File: config.mk
export PLATFORM = sky130hd
export DESIGN_NAME = hb_deadtime_seq
export DESIGN_NICKNAME = d
export VERILOG_FILES = /design/src/rtl/hbd_pkg.sv /design/src/rtl/hbd_sync.sv /design/src/rtl/hbd_count.sv /design/src/rtl/hbd_fsm.sv /design/src/rtl/hb_deadtime_seq.sv
export SDC_FILE = /design/constraint.sdc
export NUM_CORES = 1
export LEC_CHECK = 0
export ABC_CLOCK_PERIOD_IN_PS = 7730
export BUFFER_PORTS_ARGS = -buffer_cell sky130_fd_sc_hd__buf_2
export CAP_MARGIN = 20
export CORE_MARGIN = 1.5
export CORE_UTILIZATION = 64
export DETAILED_ROUTE_END_ITERATION = 7
export HOLD_SLACK_MARGIN = 0.03
export MAX_ROUTING_LAYER = met4
export PLACE_DENSITY = 0.84
export SYNTH_ARGS = -nofsm -noshare
export SYNTH_HDL_FRONTEND = slang
export SYNTH_HIERARCHICAL = 1
export SYNTH_SLANG_ARGS = --single-unit
File: constraint.sdc
create_clock -name clk -period 7.73 [get_ports clk]
set_input_delay 1.546 -clock clk [delete_from_list [all_inputs] [get_ports clk]]
set_output_delay 1.546 -clock clk [all_outputs]
set_load 0.005 [all_outputs]
File: src/rtl/hbd_pkg.sv
package hbd_pkg;

    typedef enum logic [2:0] {
        ST_OFF       = 3'd0,
        ST_UP_WAIT   = 3'd1,
        ST_UP_ON     = 3'd2,
        ST_DN_WAIT   = 3'd3,
        ST_DN_ON     = 3'd4,
        ST_DN_FORCED = 3'd5,
        ST_SHUT      = 3'd6,
        ST_FAULT     = 3'd7
    } seq_state_e;

    typedef enum logic [1:0] {
        LV_LOW  = 2'd0,
        LV_HIGH = 2'd1,
        LV_MID  = 2'd2
    } pwm_lvl_e;

    localparam logic [2:0] STAT_OFF   = 3'd0;
    localparam logic [2:0] STAT_UPPER = 3'd1;
    localparam logic [2:0] STAT_LOWER = 3'd2;
    localparam logic [2:0] STAT_WAIT  = 3'd3;
    localparam logic [2:0] STAT_SHUT  = 3'd4;
    localparam logic [2:0] STAT_FAULT = 3'd5;

endpackage

File: src/rtl/hbd_sync.sv
module hbd_sync #(
    parameter int WIDTH  = 5,
    parameter int STAGES = 2
) (
    input  logic             clk,
    input  logic             rst_n,
    input  logic [WIDTH-1:0] async_in,
    output logic [WIDTH-1:0] sync_out
);
    logic [WIDTH-1:0] stage_q [STAGES];

    for (genvar s = 0; s < STAGES; s++) begin : g_stage
        if (s == 0) begin : g_first
            always_ff @(posedge clk or negedge rst_n) begin
                if (!rst_n) stage_q[0] <= '0;
                else        stage_q[0] <= async_in;
            end
        end else begin : g_next
            always_ff @(posedge clk or negedge rst_n) begin
                if (!rst_n) stage_q[s] <= '0;
                else        stage_q[s] <= stage_q[s-1];
            end
        end
    end

    assign sync_out = stage_q[STAGES-1];
endmodule

File: src/rtl/hbd_count.sv
module hbd_count #(
    parameter int WIDTH = 4,
    parameter int LIMIT = 3
) (
    input  logic             clk,
    input  logic             rst_n,
    input  logic             clr,
    output logic [WIDTH-1:0] cnt
);
    localparam logic [WIDTH-1:0] LIM = WIDTH'(LIMIT);

    always_ff @(posedge clk or negedge rst_n) begin
        if (!rst_n)         cnt <= '0;
        else if (clr)       cnt <= '0;
        else if (cnt < LIM) cnt <= cnt + WIDTH'(1);
    end
endmodule

File: src/rtl/hbd_fsm.sv
module hbd_fsm
    import hbd_pkg::*;
#(
    parameter int TMO_CYC  = 32,
    parameter int FLT_CYC  = 250,
    parameter int HOLD_CYC = 29
) (
    input  logic       clk,
    input  logic       rst_n,
    input  logic       above_s,
    input  logic       below_s,
    input  logic       lg_low_s,
    input  logic       sw_low_s,
    input  logic       sup_s,
    output logic       hs_en,
    output logic       ls_en,
    output logic [2:0] status
);
    localparam int MAXC = (TMO_CYC > FLT_CYC) ? TMO_CYC : FLT_CYC;
    localparam int TW   = $clog2(MAXC + 1);
    localparam int HW   = $clog2(HOLD_CYC + 1);
    localparam logic [TW-1:0] TMO_M1  = TW'(TMO_CYC - 1);
    localparam logic [TW-1:0] FLT_M1  = TW'(FLT_CYC - 1);
    localparam logic [HW-1:0] HOLD_M1 = HW'(HOLD_CYC - 1);

    seq_state_e state_q, state_d;
    pwm_lvl_e   lvl;
    logic [TW-1:0] tmr;
    logic [HW-1:0] mid_cnt;
    logic          hold_done;

    always_comb begin
        if (above_s && !below_s)      lvl = LV_HIGH;
        else if (below_s && !above_s) lvl = LV_LOW;
        else                          lvl = LV_MID;
    end

    hbd_count #(.WIDTH(TW), .LIMIT(MAXC - 1)) u_state_tmr (
        .clk(clk), .rst_n(rst_n), .clr(state_d != state_q), .cnt(tmr)
    );

    hbd_count #(.WIDTH(HW), .LIMIT(HOLD_CYC - 1)) u_mid_tmr (
        .clk(clk), .rst_n(rst_n), .clr(lvl != LV_MID), .cnt(mid_cnt)
    );

    assign hold_done = (lvl == LV_MID) && (mid_cnt == HOLD_M1);

    always_comb begin
        state_d = state_q;
        if (!sup_s) begin
            state_d = ST_OFF;
        end else if (state_q == ST_FAULT) begin
            if (lvl == LV_HIGH) state_d = ST_UP_WAIT;
        end else if (hold_done) begin
            state_d = ST_SHUT;
        end else begin
            unique case (state_q)
                ST_OFF, ST_SHUT: begin
                    if (lvl == LV_HIGH)     state_d = ST_UP_WAIT;
                    else if (lvl == LV_LOW) state_d = ST_DN_WAIT;
                end
                ST_UP_WAIT: begin
                    if (lvl == LV_LOW)        state_d = ST_DN_WAIT;
                    else if (lvl == LV_HIGH && lg_low_s) state_d = ST_UP_ON;
                end
                ST_UP_ON: begin
                    if (lvl == LV_LOW) state_d = ST_DN_WAIT;
                end
                ST_DN_WAIT: begin
                    if (lvl == LV_HIGH)                   state_d = ST_UP_WAIT;
                    else if (lvl == LV_LOW && sw_low_s)   state_d = ST_DN_ON;
                    else if (lvl == LV_LOW && tmr >= TMO_M1) state_d = ST_DN_FORCED;
                end
                ST_DN_ON: begin
                    if (lvl == LV_HIGH) state_d = ST_UP_WAIT;
                end
                ST_DN_FORCED: begin
                    if (lvl == LV_HIGH)     state_d = ST_UP_WAIT;
                    else if (sw_low_s)      state_d = ST_DN_ON;
                    else if (tmr >= FLT_M1) state_d = ST_FAULT;
                end
                ST_FAULT: ;
            endcase
        end
    end

    always_ff @(posedge clk or negedge rst_n) begin
        if (!rst_n) state_q <= ST_OFF;
        else        state_q <= state_d;
    end

    always_comb begin
        hs_en  = 1'b0;
        ls_en  = 1'b0;
        status = STAT_OFF;
        unique case (state_q)
            ST_OFF:       status = STAT_OFF;
            ST_UP_WAIT,
            ST_DN_WAIT:   status = STAT_WAIT;
            ST_UP_ON:     begin hs_en = 1'b1; status = STAT_UPPER; end
            ST_DN_ON,
            ST_DN_FORCED: begin ls_en = 1'b1; status = STAT_LOWER; end
            ST_SHUT:      status = STAT_SHUT;
            ST_FAULT:     status = STAT_FAULT;
        endcase
    end


    no_overlap_chk: assert property (@(posedge clk) disable iff (!rst_n)
        !(hs_en && ls_en));

    hs_deadband_chk: assert property (@(posedge clk) disable iff (!rst_n)
        $rose(hs_en) |-> $past(!ls_en));

    ls_deadband_chk: assert property (@(posedge clk) disable iff (!rst_n)
        $rose(ls_en) |-> $past(!hs_en));

    hs_after_lg_chk: assert property (@(posedge clk) disable iff (!rst_n)
        $rose(hs_en) |-> $past(lg_low_s));

    supply_off_chk: assert property (@(posedge clk) disable iff (!rst_n)
        !sup_s |=> (!hs_en && !ls_en && status == STAT_OFF));

    fault_hold_chk: assert property (@(posedge clk) disable iff (!rst_n)
        (state_q == ST_FAULT && sup_s && lvl != LV_HIGH) |=> (status == STAT_FAULT));
endmodule

File: src/rtl/hb_deadtime_seq.sv
module hb_deadtime_seq #(
    parameter int TMO_CYC     = 32,
    parameter int FLT_CYC     = 250,
    parameter int HOLD_CYC    = 29,
    parameter int SYNC_STAGES = 2
) (
    input  logic       clk,
    input  logic       rst_n,
    input  logic       pwm_above_hi,
    input  logic       pwm_below_lo,
    input  logic       lgate_low,
    input  logic       swnode_low,
    input  logic       supply_ok,
    output logic       hs_gate_en,
    output logic       ls_gate_en,
    output logic [2:0] seq_status
);
    localparam int NFLAG = 5;

    logic [NFLAG-1:0] raw_flags, syn_flags;

    assign raw_flags = {supply_ok, swnode_low, lgate_low, pwm_below_lo, pwm_above_hi};

    hbd_sync #(.WIDTH(NFLAG), .STAGES(SYNC_STAGES)) u_sync (
        .clk(clk), .rst_n(rst_n), .async_in(raw_flags), .sync_out(syn_flags)
    );

    hbd_fsm #(.TMO_CYC(TMO_CYC), .FLT_CYC(FLT_CYC), .HOLD_CYC(HOLD_CYC)) u_fsm (
        .clk(clk),
        .rst_n(rst_n),
        .above_s(syn_flags[0]),
        .below_s(syn_flags[1]),
        .lg_low_s(syn_flags[2]),
        .sw_low_s(syn_flags[3]),
        .sup_s(syn_flags[4]),
        .hs_en(hs_gate_en),
        .ls_en(ls_gate_en),
        .status(seq_status)
    );
endmodule

-- Word-level counts from Yosys, hierarchy flattened
Index checks and enable logic that the tools add are counted.
- bits in registers: 26
- input bits: 7
- word-level logic and storage cells: 62
- magnitude comparators: 4
- muxes and demuxes: 24
- reduce and logical (&&, ||, !) cells: 15
- equal/unequal tests: 12
- add/subtract/negate cells: 2
- operators by type and width (kind ; number):
    two-way mux 3 bit ; 14
    one-hot mux 3 bit (6 select lines) ; 2
    two-way mux 8 bit ; 2
    == test 3 bit (second input constant) ; 4
    two-way mux 5 bit ; 2
    adder 8 x 1 -> 8 bit (second input constant) ; 1
    greater-or-equal comparator 8 x 5 -> 1 bit (second input constant) ; 1
    greater-or-equal comparator 8 bit (second input constant) ; 1
    less-than comparator 8 bit (second input constant) ; 1
    == test 3 x 2 -> 1 bit (second input constant) ; 2
    logical AND 1 bit ; 6
    OR reduction 2 bit ; 3
    adder 5 x 1 -> 5 bit (second input constant) ; 1
    == test 5 bit (second input constant) ; 1
    less-than comparator 5 bit (second input constant) ; 1
    two-way mux 2 bit ; 2
    nonzero test 2 bit ; 2
    == test 3 x 1 -> 1 bit (second input constant) ; 1
    logical NOT 3 bit ; 1
    inequality test 3 bit ; 1
    == test 2 x 1 -> 1 bit (second input constant) ; 1
    == test 2 bit (second input constant) ; 1
    logical NOT 1 bit ; 2
    logical NOT 2 bit ; 1
    other kinds (2) ; 3

-- Depth between registers and ports, before layout
- word-level depth: 15
- depth in mapped cells: 12

-- Hierarchy
The synthesis kept the hierarchy.
- by module, submodules not included (module ; cells each ; times used ; seq. area each (sq um) ; area an instance (sq um)):
    hbd_fsm ; 88 ; 1 ; 75.1 ; 598.1
    hbd_count at u_fsm.u_state_tmr ; 48 ; 1 ; 200.2 ; 476.7
    hbd_sync ; 15 ; 1 ; 250.2 ; 287.8
    hbd_count at u_fsm.u_mid_tmr ; 23 ; 1 ; 125.1 ; 260.2

-- Worst setup path after synthesis
No wires, ideal clock.
- path type: register to register
- start: reg u_sync.stage_q, in the netlist u_sync/sync_out[1]
- end: reg u_fsm.u_state_tmr.cnt[2]
- library setup time: 0.128 ns
- period minus slack after synthesis: 2.480 ns
- slack: 5.250 ns
- data required time: 7.602 ns
- data arrival time: 2.353 ns
- path buffers: 2
- stages on the path, launching flop included: 11
- cell sequence: dfrtp_1 buf_4 ha_1 nor4bb_1 and3_1 a211o_1 mux2_2 nand3_1 clkbuf_1 nor2b_1 mux2_1
- cells in the longest elaborated chain, start to end: 14
- elaborated cells on any way between the ends: 28
- classes of those cells: eq/ne: 3; mux: 16; reduce/logical: 9
- RTL lines (what ; line ; text):
    start, declared ; hbd_sync.sv:10 ; logic [WIDTH-1:0] stage_q [STAGES];
    start signal, assigned by index ; hbd_sync.sv:21 ; else stage_q[s] <= stage_q[s-1];
    logical AND 1 bit or logical NOT 1 bit (tied branches) ; hbd_fsm.sv:34, hbd_fsm.sv:33 ;
    two-way mux 2 bit or logical AND 1 bit (tied branches) ; hbd_fsm.sv:34, hbd_fsm.sv:33 ;
    two-way mux 2 bit * ; hbd_fsm.sv:33 ; if (above_s && !below_s) lvl = LV_HIGH;
    logical NOT 2 bit ; - ;
    logical AND 1 bit ; hbd_fsm.sv:72 ; else if (lvl == LV_LOW && tmr >= TMO_M1) state_d = ST_DN_FORCED;
    two-way mux 3 bit ; hbd_fsm.sv:72 ;
    two-way mux 3 bit ; hbd_fsm.sv:71 ; else if (lvl == LV_LOW && sw_low_s) state_d = ST_DN_ON;
    two-way mux 3 bit ; hbd_fsm.sv:70 ; if (lvl == LV_HIGH) state_d = ST_UP_WAIT;
    one-hot mux 3 bit (6 select lines) ; hbd_fsm.sv:57 ; unique case (state_q)
    two-way mux 3 bit ; hbd_fsm.sv:54 ; end else if (hold_done) begin
    two-way mux 3 bit * ; hbd_fsm.sv:52 ; end else if (state_q == ST_FAULT) begin
    two-way mux 3 bit * ; hbd_fsm.sv:50 ; if (!sup_s) begin
    inequality test 3 bit * ; hbd_fsm.sv:39 ; .clk(clk), .rst_n(rst_n), .clr(state_d != state_q), .cnt(tmr)
    two-way mux 8 bit or nonzero test 2 bit (tied branches) ; - ;
    end signal, assigned ; hbd_count.sv:15 ; else if (cnt < LIM) cnt <= cnt + WIDTH'(1);
    end, declared ; hbd_count.sv:8 ; output logic [WIDTH-1:0] cnt
Every way passes the cells marked *; elsewhere a longest branch is shown, timed or not.
A chain may end at the register's enable or synchronous reset.

-- Worst setup path after layout
- start: reg u_fsm.state_q[1]
- end: out hs_gate_en
- cells in the longest elaborated chain, start to end: 2
- RTL lines (what ; line ; text):
    start, declared ; hbd_fsm.sv:26 ; seq_state_e state_q, state_d;
    start signal, assigned ; hbd_fsm.sv:89 ; else state_q <= state_d;
    == test 3 x 2 -> 1 bit ; hbd_fsm.sv:96 ; unique case (state_q)
    two-way mux 1 bit ; hbd_fsm.sv:96 ;
    end, declared ; hb_deadtime_seq.sv:14 ; output logic hs_gate_en,
No other way between the ends.

==> flow_summary.toml <==
[drt]
dr_total_vias = 1313
via_per_inst = 6.44
drt_iter0_drc = 43
firstDrtPassIters = 4
wire_per_inst_um = 15.3
drt-total-wl_um = 3120
ant_nets = 0
drcViolationCount = 0

[global_route]
grt-ovfl-total = 0
track_usage_pct = 26.5
grt_pass1_vias = 1168
grt_max_degree = 27
antenna_found_initial = 0
grt_pass1_wl_um = 5360

[clock_network]
cts.sinks = 26
clk_pin_slew_worst_paths_ns = 0.12
cts_resized = 0
ctsLongestPathBuffers = 2
cts.root.buffer_cell = "clkbuf_4"
cts_setup_buffers = 0
worstSkewPairLatency_ns = 0.32
cts_tree = "yes"
cts_buffers = 3
ctsHoldBuffers = 0
htreeDepth = 1

[worst_setup_path]
crit_path_end_kind = "primary output"
r2r_cells = 9
crit_arrival_ns = 1.52
critical-path-top-delay-family = "flip-flops"
cp.depth = 3
worstPathRequired_ns = 6.18
worstReg2RegEnd = "u_fsm/u_state_tmr/cnt[2]"
critPathBufInv = 2
crit_path_start_kind = "flip-flop"
crit_slowest_cell = "dfrtp_1"
path_cells = "inv_1, nor3_1, buf_2"
path_max_fanout = 14
r2r_slack_ns = 5.09
r2r_start = "u_sync/sync_out[1]"
slowest_delay_ns = 0.62
crit_type = "flip-flop to primary output"

[logic_synthesis]
ys.flop_type = "dfrtp_1"
synth-seq-cells = 26
synth_area_um2 = 1620
ys_async_sr_fraction_pct = 100
syn_inst = 174
ys_warn_count = 6
ys_types = 53
synth_edf_count = 0
avgSynthCellArea_um2 = 9.33
synth.net_count = 186
seq_area_frac_synth_pct = 40.1

[layout]
final_nets = 187
drive_above_1_share_pct = 16.1
design_area_um2 = 1670
num_antenna_cells = 0
area_growth_pct = 2.85

[die]
chipWidth_um = 53.4
initial_utilization_pct = 66.7
core.rowCount = 18
core_area_um2 = 2430
dieArea_um2 = 2850
ios = 12
die_h_um = 53.4

[hold_path]
hold_path_end = "u_sync/sync_out[2]"
min_path_cells = 0
hp-start = "u_sync/stage_q[7]"
hold_class = "flip-flop to flip-flop"

[timing]
holdWs_ns = 0.370
fin_ws_ns = 4.67
finalMaxSlewViolations = 0
finalCritPeriodShare_pct = 39.6
rsz0062_at_grt = "no"
fin_skew_ns = 0.0191
worst_slew_pin_slew_ns = 0.570
final.setup.tns_ns = 0
max_freq_mhz = 326
period_minus_slack_ns = 3.06
finalHoldViolCount = 0
slew_headroom_pct = 62.0
finalSetupViolCount = 0

[placed_design]
hpwl_um = 2280
portBuffers = 11
globalplace.congestion = 0.935
place_ws_ns = 5.06
placed_area_um2 = 1620

[run_status]
status = "complete, no violations"

[flow_run]
cap_violations = 0

[pwr]
p_leak_nw = 0.728
p_per_area_nw_per_um2 = 208
ir_drop_v = 0.000166
==> logic make-up after synthesis <==
| family | share of synthesized area, % |
|---|---|
| buf+inv | 7.94 |
| flops | 40.1 |
| mux | 2.93 |
| compound gates | 21.6 |
| simple gates | 23.6 |
| fa+ha+maj | 3.86 |
==> worst max-delay path by stage <==
stage | end | slack [ns] | from
final | hs_gate_en | 4.67 | u_fsm/state_q[1]
after global routing | seq_status[0] | 4.55 | u_fsm/state_q[0]
after CTS | seq_status[0] | 4.69 | u_fsm/state_q[0]
after detailed placement | seq_status[0] | 5.06 | u_fsm/state_q[0]
after global placement | seq_status[0] | 5.12 | u_fsm/state_q[0]
after floorplan | u_fsm/u_state_tmr/cnt[2] | 5.25 | u_sync/sync_out[1]
==> cells in the mapped netlist (5+ instances only) <==
cell / number / share of area [%]
dfrtp_1: 26 / 40
nand2_1: 15 / 3.5
a31oi_1: 10 / 3.9
a21oi_1: 9 / 2.8
inv_1: 8 / 1.9
nand3_1: 7 / 2.2
nor2_1: 7 / 1.6
buf_4: 6 / 2.8
nor2b_1: 6 / 2.3
o21ai_0: 6 / 1.9
ha_1: 5 / 3.9
nand2b_1: 5 / 1.9
==> through the flow <==
step	total power, W	std cells	utilization (%)
floorplan	0.000238	174	-
global placement	0.000252	200	66.5
detailed placement	0.000257	200	66.5
CTS	0.000348	204	68.6
global route	0.000367	204	68.6
finish	0.000348	204	68.6
==> routing by layer <==
metal / part of all wire [%] / wire, um / global-route usage [%]
met1: 46 / 1420 / 36.3
met5: 0 / 0 / -
met4: 0.58 / 18 / 6.41
met3: 4.9 / 152 / 3.39
met2: 49 / 1530 / 41.8
==> report_power, final <==
part           internal [W]  switching, W  leakage, nW
Clock             0.0000524     0.0000387       0.0279
Sequential         0.000147     0.0000224        0.333
Combinational     0.0000383     0.0000484        0.367
==> sequential cells by signal, indices dropped and copies added, names as in the netlist <==
| signal | flops |
|---|---|
| u_sync/stage_q | 5 |
| u_fsm/u_state_tmr/cnt | 8 |
| u_sync/sync_out | 5 |
| u_fsm/state_q | 3 |
| u_fsm/u_mid_tmr/cnt | 5 |
==> layout by cell type, fill, tap and decap left out, drive strengths merged, types with 6 or more instances in the layout <==
cell type  instances
a31oi             10
dfrtp             26
buf               11
a21oi              9
nor2               7
inv                8
nand2             16
o21ai              6
nand3              8
nor2b              7
==> layout make-up <==
cell class | instances | area (um2)
flip-flops and latches | 26 | 651
clock inverters | 1 | 30.0
multi-input cells | 125 | 843
repair buffers | 11 | 55.1
inverters | 8 | 30.0
fillers | 180 | 763
well taps | 30 | 37.5
clock buffers | 3 | 22.5
Note: power is estimated with default switching activity, not from simulation.
